### src/rtl/mii4b5b_pkg.sv
package mii4b5b_pkg;
  localparam int NIB_W  = 4;
  localparam int CODE_W = 5;

  typedef logic [CODE_W-1:0] cg_t;
  typedef logic [NIB_W-1:0]  nib_t;

  // code-groups written first-transmitted bit on the left (MSB)
  localparam cg_t CG_IDLE = 5'b11111;
  localparam cg_t CG_J    = 5'b11000;
  localparam cg_t CG_K    = 5'b10001;
  localparam cg_t CG_T    = 5'b01101;
  localparam cg_t CG_R    = 5'b00111;
  localparam cg_t CG_H    = 5'b00100;

  typedef enum logic [1:0] {
    FR_IDLE  = 2'd0,
    FR_SSD2  = 2'd1,
    FR_DATA  = 2'd2,
    FR_ESD2  = 2'd3
  } frame_st_e;

  function automatic cg_t data_cg(input nib_t n);
    cg_t c;
    case (n)
      4'h0: c = 5'b11110;
      4'h1: c = 5'b01001;
      4'h2: c = 5'b10100;
      4'h3: c = 5'b10101;
      4'h4: c = 5'b01010;
      4'h5: c = 5'b01011;
      4'h6: c = 5'b01110;
      4'h7: c = 5'b01111;
      4'h8: c = 5'b10010;
      4'h9: c = 5'b10011;
      4'hA: c = 5'b10110;
      4'hB: c = 5'b10111;
      4'hC: c = 5'b11010;
      4'hD: c = 5'b11011;
      4'hE: c = 5'b11100;
      default: c = 5'b11101;
    endcase
    return c;
  endfunction

  // place the first-transmitted bit at bit 0 when lsb_first is set
  function automatic cg_t wire_order(input cg_t c, input bit lsb_first);
    cg_t r;
    for (int i = 0; i < CODE_W; i++) begin
      r[i] = lsb_first ? c[CODE_W-1-i] : c[i];
    end
    return r;
  endfunction
endpackage

### src/rtl/mii4b5b_frame_fsm.sv
module mii4b5b_frame_fsm
  import mii4b5b_pkg::*;
(
  input  logic      clk,
  input  logic      rst,
  input  logic      tx_en,
  output frame_st_e state,
  output logic      ev_sof,
  output logic      ev_eof
);
  frame_st_e nxt;

  assign ev_sof = (state == FR_IDLE) && tx_en;
  assign ev_eof = ((state == FR_SSD2) || (state == FR_DATA)) && !tx_en;

  always_comb begin
    nxt = state;
    case (state)
      FR_IDLE: if (tx_en) nxt = FR_SSD2;
      FR_SSD2: nxt = tx_en ? FR_DATA : FR_ESD2;
      FR_DATA: if (!tx_en) nxt = FR_ESD2;
      default: nxt = FR_IDLE;
    endcase
  end

  always_ff @(posedge clk) begin
    if (rst) state <= FR_IDLE;
    else     state <= nxt;
  end
endmodule

### src/rtl/mii4b5b_symbol_sel.sv
module mii4b5b_symbol_sel
  import mii4b5b_pkg::*;
(
  input  frame_st_e state,
  input  logic      tx_en,
  input  logic      tx_er,
  input  nib_t      txd,
  output cg_t       cg
);
  always_comb begin
    case (state)
      FR_IDLE: cg = tx_en ? CG_J : CG_IDLE;
      FR_SSD2: cg = tx_en ? CG_K : CG_T;
      FR_DATA: cg = !tx_en ? CG_T : (tx_er ? CG_H : data_cg(txd));
      default: cg = CG_R;
    endcase
  end
endmodule

### src/rtl/mii4b5b_tx_encoder.sv
module mii4b5b_tx_encoder
  import mii4b5b_pkg::*;
#(
  parameter bit LSB_FIRST = 1'b1
) (
  input  logic       clk,
  input  logic       rst,
  input  logic       tx_en,
  input  logic       tx_er,
  input  logic [3:0] txd,
  output logic [4:0] tx_code
);
  localparam cg_t IDLE_W = wire_order(CG_IDLE, LSB_FIRST);

  frame_st_e state;
  logic      ev_sof, ev_eof;
  logic      st_idle, st_data;
  cg_t       cg_sel, cg_wire;

  assign st_idle = (state == FR_IDLE);
  assign st_data = (state == FR_DATA);

  mii4b5b_frame_fsm fsm_i (
    .clk(clk), .rst(rst), .tx_en(tx_en),
    .state(state), .ev_sof(ev_sof), .ev_eof(ev_eof)
  );

  mii4b5b_symbol_sel sel_i (
    .state(state), .tx_en(tx_en), .tx_er(tx_er), .txd(txd), .cg(cg_sel)
  );

  generate
    if (LSB_FIRST) begin : g_lsb
      for (genvar b = 0; b < CODE_W; b++) begin : g_bit
        assign cg_wire[b] = cg_sel[CODE_W-1-b];
      end
    end else begin : g_msb
      assign cg_wire = cg_sel;
    end
  endgenerate

  always_ff @(posedge clk) begin
    if (rst) tx_code <= IDLE_W;
    else     tx_code <= cg_wire;
  end
endmodule

### config.mk
export PLATFORM = sky130hd
export DESIGN_NAME = mii4b5b_tx_encoder
export DESIGN_NICKNAME = d
export VERILOG_FILES = /design/src/rtl/mii4b5b_pkg.sv /design/src/rtl/mii4b5b_frame_fsm.sv /design/src/rtl/mii4b5b_symbol_sel.sv /design/src/rtl/mii4b5b_tx_encoder.sv
export SDC_FILE = /design/constraint.sdc
export NUM_CORES = 1
export LEC_CHECK = 0
export ABC_CLOCK_PERIOD_IN_PS = 1900
export BUFFER_PORTS_ARGS = -buffer_cell sky130_fd_sc_hd__buf_2
export CORE_AREA = 2 2 39 41
export CTS_BUF_LIST = sky130_fd_sc_hd__clkbuf_4 sky130_fd_sc_hd__clkbuf_8 sky130_fd_sc_hd__clkbuf_16
export CTS_CLUSTER_DIAMETER = 60
export CTS_CLUSTER_SIZE = 12
export DETAILED_ROUTE_END_ITERATION = 10
export DIE_AREA = 0 0 41 43
export PLACE_DENSITY_LB_ADDON = 0.1
export SYNTH_ARGS = -nofsm -noshare
export SYNTH_HDL_FRONTEND = slang
export SYNTH_HIERARCHICAL = 1
export SYNTH_SLANG_ARGS = --single-unit
export TNS_END_PERCENT = 20
### constraint.sdc
create_clock -name clk -period 1.9 [get_ports clk]
set_clock_uncertainty 0.1 [all_clocks]
set_input_delay 0.38 -clock clk [delete_from_list [all_inputs] [get_ports clk]]
set_output_delay 0.38 -clock clk [all_outputs]
set_load 0.05 [all_outputs]
## Word level (Yosys, flattened, before mapping)

Memories as Yosys holds them, arrays and structs flattened.
Index checks and enable logic that the tools add are counted.

| word-level totals | value |
|---|---|
| flip-flop bits (word level) | 7 |
| memory bits (read-only) | 80 |
| input port bits | 8 |
| memories kept | 1 |

Memories:

| name | depth | width | rd ports | clocked after Yosys merged registers in | wr ports | line | text |
|---|---|---|---|---|---|---|---|
| (no name shown) | 16 | 5 | 1 | 0 | 0 | mii4b5b_pkg.sv:25 | `case (n)` |

| operators by class | value |
|---|---|
| equality and inequality tests | 4 |
| mux-type cells | 9 |
| reductions and logical operators | 2 |

Operators with widths:

| cell | number |
|---|---|
| 5-bit two-way mux | 3 |
| 5-bit one-hot mux with 3 select lines | 1 |
| 2-bit one-hot mux with 3 select lines | 1 |
| 2-bit two-way mux | 2 |
| 2-bit inequality test, second input constant | 2 |
| 3-bit two-way mux | 1 |
| 2-bit by 1-bit == test with 1-bit output, second input constant | 1 |
| 2-bit == test, second input constant | 1 |
| 2-bit logical NOT | 1 |
| 2-bit AND reduction | 1 |
| 1-bit two-way mux | 1 |

## Depth between registers and ports, before layout

Gate-level depths: netlist of run 1.
An unclocked memory read counts as a cell.

| logic depth | value |
|---|---|
| depth after elaboration | 4 |
| depth in mapped cells | 5 |
| depth with buffers taken out | 5 |

## Modules after synthesis

Netlist of run 1, hierarchy kept.

Modules (own cells, without submodules):

| module | times used | cells each | area an instance (sq um) | seq. area each (sq um) |
|---|---|---|---|---|
| mii4b5b_frame_fsm | 1 | 17 | 177.7 | 40.0 |
| mii4b5b_symbol_sel | 1 | 22 | 145.1 | 0.0 |
| mii4b5b_tx_encoder | 1 | 10 | 131.4 | 100.1 |

## Worst setup path after synthesis of run 1

No wires, ideal clock.

| path | value |
|---|---|
| path type | register to register |
| start | reg fsm_i.state[0] |
| end | reg fsm_i.state[0] |
| arrival time | 1.300 ns |
| required time | 1.704 ns |
| slack | 0.404 ns |
| stages on the path, launching flop included | 5 |
| period minus slack after synthesis | 1.496 ns |
| cell sequence | dfxtp_1 > inv_1 > ha_1 > mux2_4 > o41ai_2 |

| between the ends | value |
|---|---|
| longest elaborated chain between the ends | 3 |
| elaborated cells on any way between the ends | 7 |
| classes of those cells | eq/ne (4); mux (1); reduce/logical (2) |

Ends and longest elaborated chain:

| item | line | text |
|---|---|---|
| start: declaration | mii4b5b_frame_fsm.sv:7 | `output frame_st_e state,` |
| start signal: assignment | mii4b5b_frame_fsm.sv:28 | `else state <= nxt;` |
| 2-bit == test / 2-bit logical NOT (equally long branches) | mii4b5b_frame_fsm.sv:18 | `case (state)` |
| 2-bit inequality test (no line) | - |  |
| 2-bit AND reduction (no line) | - |  |

Parallel ways exist; a longest one is shown, timed or not.
A chain may end at the register's enable or synchronous reset.

## Final worst setup path of run 1

| path | value |
|---|---|
| start | reg fsm_i.state[1] |
| end | reg fsm_i.state[0] |

Same word-level chain as after synthesis.

==> reports/summary.log, run 1 <==
[status] status finished clean
[final_layout] Syn-to-layout area delta 26.9%
[grt] grt total ovfl 0
[critical_path] critical path peak fanout 11
[route] drt total wl 872 um
[power] Pleak 0.256 nW
[power] largest voltage drop on the vdd net 0.626 mV
[grt] wire length of the first global-routing pass 1.44 mm
[route] WL per Instance 10.9 um
[timing] share of the clock period used by the worst path after layout 74.5%
[final_layout] post-route insts no fill 80
[timing] endpoints failing setup 0
[final_layout] antenna fix cells 0
[job] total of max-cap violations 0
[placement] count of buffers from port buffering 12
[synth] Ys Warns 6
[grt] met1 track utilization from global routing 14.5%
[grt] maximum number of pins on one net before global-route repair 12
[grt] met2 demand-to-capacity share in global routing 18.8%
[floorplanning] chip height 43 um
[clock_network] CTS clk-pin slew, worst paths 0.05 ns
[synth] cell area after synthesis 438 um^2
[power] clock network fraction of total power 19.1%
[clock_network] clk buf depth 2
[critical_path] startpoint class of the critical path flop
[critical_path] Worst Path Required 1.95 ns
[power] PD cells 1390 nW/um^2
[clock_network] number of clock sinks seen by CTS 7
[critical_path] crit path launch fsm_i/state[1]
[floorplanning] number of placement rows 14
[synth] per-instance average area after synthesis 9.32 um^2
[power] net switching fraction of the power 41.2%
[final_layout] layout cells sized above 1 34.4%
[critical_path] worst reg2reg startpoint fsm_i/state[1]
[grt] vias in the first global route 348
[synth] number of instances in the synthesized netlist 47
[critical_path] Critical Path End Type flop
[timing] unrepaired setup endpoints after global routing false
[min_path] startpoint of the worst hold path rst
[timing] count of endpoints failing hold in the final timing report 0
[placement] final HPWL from detailed placement 684 um
[placement] Placement Setup Slack 0.429 ns
[timing] Setup WS post-layout 0.485 ns
[clock_network] TritonCTS Buffers 3
[floorplanning] total die area 1760 um^2
[power] register share of total power 26.6%
[timing] Relative slew margins 77.6%
[clock_network] Worst-Skew Late Latency 0.25 ns
[clock_network] root cell of the clock tree clkbuf_4
[clock_network] Resized cells post-CTS 0
[clock_network] number of H-tree branching levels 1
[grt] antenna violations before repair 0
[timing] summed negative setup slack over all endpoints 0 ns
[critical_path] Crit path arrival time 1.47 ns
[timing] max-slew violation total from the final report 0
[floorplanning] I/O Pins 13
[critical_path] critical path class reg -> reg
[grt] Most Used Layer, Global Route met2
[synth] nets in the synthesized netlist 59
[timing] Least-Margin Pin Slew 0.331 ns
[timing] Peak Freq 707 MHz
[min_path] worst min-delay path category in -> reg
[final_layout] NumNets Final 77
[floorplanning] Std-Cell Core Area 1380 um^2
[grt] met3 track demand over resource in global routing 6.28%
[power] P_int 454 uW
[clock_network] Post-CTS Repair Setup Buffers 0
[clock_network] CTS tree yes
[placement] DP Cell Count 76
[grt] overall routing resource usage 12.4%
[placement] Final Wtd Congestion 0.610
[route] DR vias/cell 4.88
[floorplanning] starting utilization of the core area 31.6%
[clock_network] number of hold-repair buffers added at the cts stage 0
[power] sw power 318 uW
[floorplanning] chip width 41 um
[power] combinational share of power 54.4%
[timing] minimum clock period 1.41 ns
[route] antenna violation net count after detailed routing 0
[route] iteration count of the initial detailed-routing pass 4
[power] Final Power 772 uW
[route] 1st-iter DRT viols 8
[route] DRC Markers 0
[route] vias after detailed routing 390
cell usage in the layout (no fill, tap or decap), types with 2 or more instances in the layout:
master / count
buf_2: 12
nor3_1: 2
buf_4: 2
or2_1: 5
dfxtp_1: 7
clkbuf_4: 4
ha_1: 4
inv_1: 5
nor2_1: 4
nand3b_1: 2
registers in the layout, summed over array words and instances, names as in the netlist:
| register | flops |
|---|---|
| tx_code | 5 |
| fsm_i/state | 2 |
final cells by class:
cell class | instances | area (um^2)
fill | 153 | 828
multi-input combinational | 34 | 272
sequential | 7 | 140
timing repair buffer | 14 | 75.1
clock buffer | 4 | 30.0
tap | 16 | 20.0
inverter | 5 | 18.8
metal layers:
| metal | share of wire, % | vias up |
|---|---|---|
| li1 | - | 199 |
| met1 | 44 | 179 |
| met2 | 50 | 12 |
| met3 | 6.4 | 0 |
| met4 | 0 | 0 |
| met5 | 0 | - |
critical path: stages (launching register included):
cell	delay, ns
dfxtp_1	0.31
buf_4	0.17
ha_1	0.20
mux2_4	0.28
o41ai_2	0.27
path summary, 6_finish.rpt:
path	cells after the start	end	slack (ns)
min	2	fsm_i/state[1]	0.29
max reg2reg	4	fsm_i/state[0]	0.49
min reg2reg	4	fsm_i/state[1]	0.56
max	4	fsm_i/state[0]	0.49
power by group through the flow:
stage	Clock [mW]	Sequential (mW)	Combinational, mW
detailed placement	0	0.208	0.426
floorplan	0	0.316	0.219
global route	0.165	0.210	0.475
CTS	0.152	0.206	0.428
global placement	0	0.209	0.427
finish	0.147	0.205	0.420
stage by stage:
step                hold WS, ns  cell area (um^2)  util [%]
floorplan                 0.352               438         -
global placement          0.553               526      38.0
detailed placement        0.547               526      38.0
CTS                       0.288               556      40.1
global route              0.304               556      40.1
finish                    0.291               556      40.1
Power figures use the tool's default switching activity.
==> run 2: changes to the inputs <==
--- a/config.mk
+++ b/config.mk
@@ -5,7 +5,7 @@
 export SDC_FILE = /design/constraint.sdc
 export NUM_CORES = 1
 export LEC_CHECK = 0
-export ABC_CLOCK_PERIOD_IN_PS = 1900
+export ABC_CLOCK_PERIOD_IN_PS = 1400
 export BUFFER_PORTS_ARGS = -buffer_cell sky130_fd_sc_hd__buf_2
 export CORE_AREA = 2 2 39 41
 export CTS_BUF_LIST = sky130_fd_sc_hd__clkbuf_4 sky130_fd_sc_hd__clkbuf_8 sky130_fd_sc_hd__clkbuf_16
==> constraint.sdc (replaced) <==
create_clock -name clk -period 1.4 [get_ports clk]
set_clock_uncertainty 0.1 [all_clocks]
set_input_delay 0.28 -clock clk [delete_from_list [all_inputs] [get_ports clk]]
set_output_delay 0.28 -clock clk [all_outputs]
set_load 0.05 [all_outputs]
==> run 2 against run 1 <==
  * Register-to-register slack lost 0.42 ns
  * Clock-buffer cell count unchanged
  * Fmax is 6.3% higher
  * Critical endpoint is now tx_code[2]
  * Setup slack worse by 0.42 ns
  * Global-route usage up 0.39 points
  * First-iteration DRC count decreased by 75%
==> reports/summary.log, run 2 (synthesis gave the netlist of run 1 again) <==
[grt] grt total ovfl 0 [unchanged]
[critical_path] crit path buf inv count 1 [unchanged]
[critical_path] Worst Path Required 1.43 ns [was 1.95 ns]
[final_layout] most common cell after layout, fill and taps aside buf_2 [unchanged]
[grt] maximum number of pins on one net before global-route repair 10 [was 12]
[final_layout] number of fillers in the final layout 145 [was 153]
[grt] overall routing resource usage 12.8% [was 12.4%]
[clock_network] CTS clk-pin slew, worst paths 0.05 ns [about the same]
[critical_path] critical path peak fanout 9 [was 11]
[route] drt total wl 871 um [was 872 um]
[min_path] startpoint of the worst hold path rst [unchanged]
[clock_network] TritonCTS Buffers 3 [unchanged]
[floorplanning] I/O Pins 13 [unchanged]
[final_layout] register with the most flip-flops tx_code [unchanged]
[floorplanning] number of placement rows 14 [unchanged]
[critical_path] CP peak stage delay 0.35 ns [was 0.31 ns]
[power] PD cells 1900 nW/um^2 [was 1390 nW/um^2]
[timing] Setup WS post-layout 0.0695 ns [was 0.485 ns]
[clock_network] number of hold-repair buffers added at the cts stage 0 [unchanged]
[grt] antenna violations before repair 0 [unchanged]
[floorplanning] starting utilization of the core area 31.6% [unchanged]
[critical_path] Crit path arrival time 1.36 ns [was 1.47 ns]
[floorplanning] chip height 43 um [unchanged]
[grt] vias in the first global route 357 [was 348]
[final_layout] antenna fix cells 0 [unchanged]
[critical_path] worst reg2reg startpoint fsm_i/state[0] [was fsm_i/state[1]]
[timing] max-slew violation total from the final report 0 [unchanged]
[timing] share of the clock period used by the worst path after layout 95.0% [was 74.5%]
[final_layout] flip-flop count of the largest register after layout 5 [unchanged]
[route] iteration count of the initial detailed-routing pass 2 [was 4]
[floorplanning] Std-Cell Core Area 1380 um^2 [unchanged]
[final_layout] register area 143 um^2 [was 140 um^2]
[timing] Least-Margin Pin Slew 0.319 ns [was 0.331 ns]
[clock_network] CTS tree yes [unchanged]
[clock_network] number of H-tree branching levels 1 [unchanged]
[final_layout] Regs by FF count tx_code (5), fsm_i/state (2) [unchanged]
[route] WL per Instance 10.6 um [was 10.9 um]
[grt] wire length of the first global-routing pass 1.55 mm [was 1.44 mm]
[critical_path] family of cells with the greatest summed delay on the critical path compound AO/OA/AOI/OAI gates [was flip-flops]
[critical_path] startpoint class of the critical path flop [unchanged]
[route] antenna violation net count after detailed routing 0 [unchanged]
[route] 1st-iter DRT viols 2 [was 8]
[route] vias after detailed routing 379 [was 390]
[placement] Placement Setup Slack -0.0195 ns [was 0.429 ns]
[clock_network] Worst-Skew Late Latency 0.25 ns [about the same]
[placement] Final Wtd Congestion 0.744 [was 0.610]
[clock_network] number of clock sinks seen by CTS 7 [unchanged]
[timing] endpoints failing setup 0 [unchanged]
[route] DR vias/cell 4.62 [was 4.88]
[timing] Relative slew margins 78.5% [was 77.6%]
[power] Pleak 0.266 nW [was 0.256 nW]
[timing] unrepaired setup endpoints after global routing false [unchanged]
[final_layout] area taken by multi-input logic gates 274 um^2 [was 272 um^2]
[critical_path] crit path launch fsm_i/state[0] [was fsm_i/state[1]]
[floorplanning] chip width 41 um [unchanged]
[critical_path] Critical-path top delay cell o41ai_1 [was dfxtp_1]
[critical_path] critical path class reg -> reg [unchanged]
[clock_network] Post-CTS Repair Setup Buffers 0 [unchanged]
[clock_network] clk buf depth 2 [unchanged]
[job] total of max-cap violations 0 [unchanged]
[placement] count of buffers from port buffering 12 [unchanged]
[route] DRC Markers 0 [unchanged]
[status] status finished clean [unchanged]
[placement] final HPWL from detailed placement 679 um [was 684 um]
[power] largest voltage drop on the vdd net 0.656 mV [was 0.626 mV]
[power] Final Power 1.09 mW [was 772 uW]
[timing] minimum clock period 1.33 ns [was 1.41 ns]
[timing] count of endpoints failing hold in the final timing report 0 [unchanged]
[final_layout] NumNets Final 79 [was 77]
[critical_path] cell breakdown of the critical path buf_4 > o41ai_1 > nand2_1 > or2_1 [was buf_4 > ha_1 > mux2_4 > o41ai_2]
[critical_path] Critical Path End Type flop [unchanged]
[min_path] worst min-delay path category in -> reg [unchanged]
[clock_network] root cell of the clock tree clkbuf_4 [unchanged]
[timing] Peak Freq 752 MHz [was 707 MHz]
[floorplanning] total die area 1760 um^2 [unchanged]
[final_layout] Syn-to-layout area delta 31.4% [was 26.9%]
[final_layout] commonest non-fill, non-tap cells in the layout buf_2 (12), or2_1 (5), inv_1 (5), dfxtp_1 (5) [was buf_2 (12), dfxtp_1 (7), or2_1 (5), inv_1 (5)]
[final_layout] layout cells sized above 1 40.9% [was 34.4%]
run 2: cell types whose count changed in the layout (fill, tap and decap cells not counted):
cell / previous run / this run
ha_1: 4 / 3
ha_2: 0 / 1
dfxtp_1: 7 / 5
dfxtp_2: 0 / 2
buf_4: 2 / 4
run 2: power by group:
part / total (mW) / switching (mW) / internal [mW] / leakage, nW
combinational: 0.603 / 0.342 / 0.260 / 0.189
sequential: 0.293 / 0.0275 / 0.265 / 0.0587
clock: 0.199 / 0.0707 / 0.128 / 0.0184
run 2: worst paths after layout:
kind                                        to  depth (start not counted)  slack, ns
worst max-delay path                tx_code[2]                          4       0.07
worst min register to register  fsm_i/state[1]                          3       0.54
worst min-delay path            fsm_i/state[1]                          2       0.19
worst max register to register      tx_code[2]                          4       0.07
run 2: area by class of cell:
| class | count | area share, % |
|---|---|---|
| timing repair buffer | 16 | 15.7 |
| multi-input combinational | 34 | 47.6 |
| inverter | 5 | 3.26 |
| clock buffer | 4 | 5.22 |
| tap | 16 | 3.48 |
| sequential | 7 | 24.8 |
run 2: metrics by stage:
stage          cells  area (um^2)  hold WS, ns  util, %  setup TNS (ns)
2_1_floorplan     47          439        0.252        -               0
3_3_place_gp      78          542        0.465     39.2               0
3_5_place_dp      78          542        0.453     39.2         -0.0195
4_1_cts           82          573        0.182     41.4               0
5_1_grt           82          576        0.202     41.6               0
6_report          82          576        0.192     41.6               0
run 2: what timing repair did:
| action | CTS | global route |
|---|---|---|
| pin swaps | 0 | 0 |
| endpoints found under the setup margin | 1 | 1 |
| resized for setup | 1 | 1 |
run 2: metal layers:
metal | share of wire, % | GRT usage (%)
met1 | 53 | 18.3
met2 | 41 | 16.9
met3 | 5.9 | 2.09
met4 | 0 | 8.00
met5 | 0 | 0
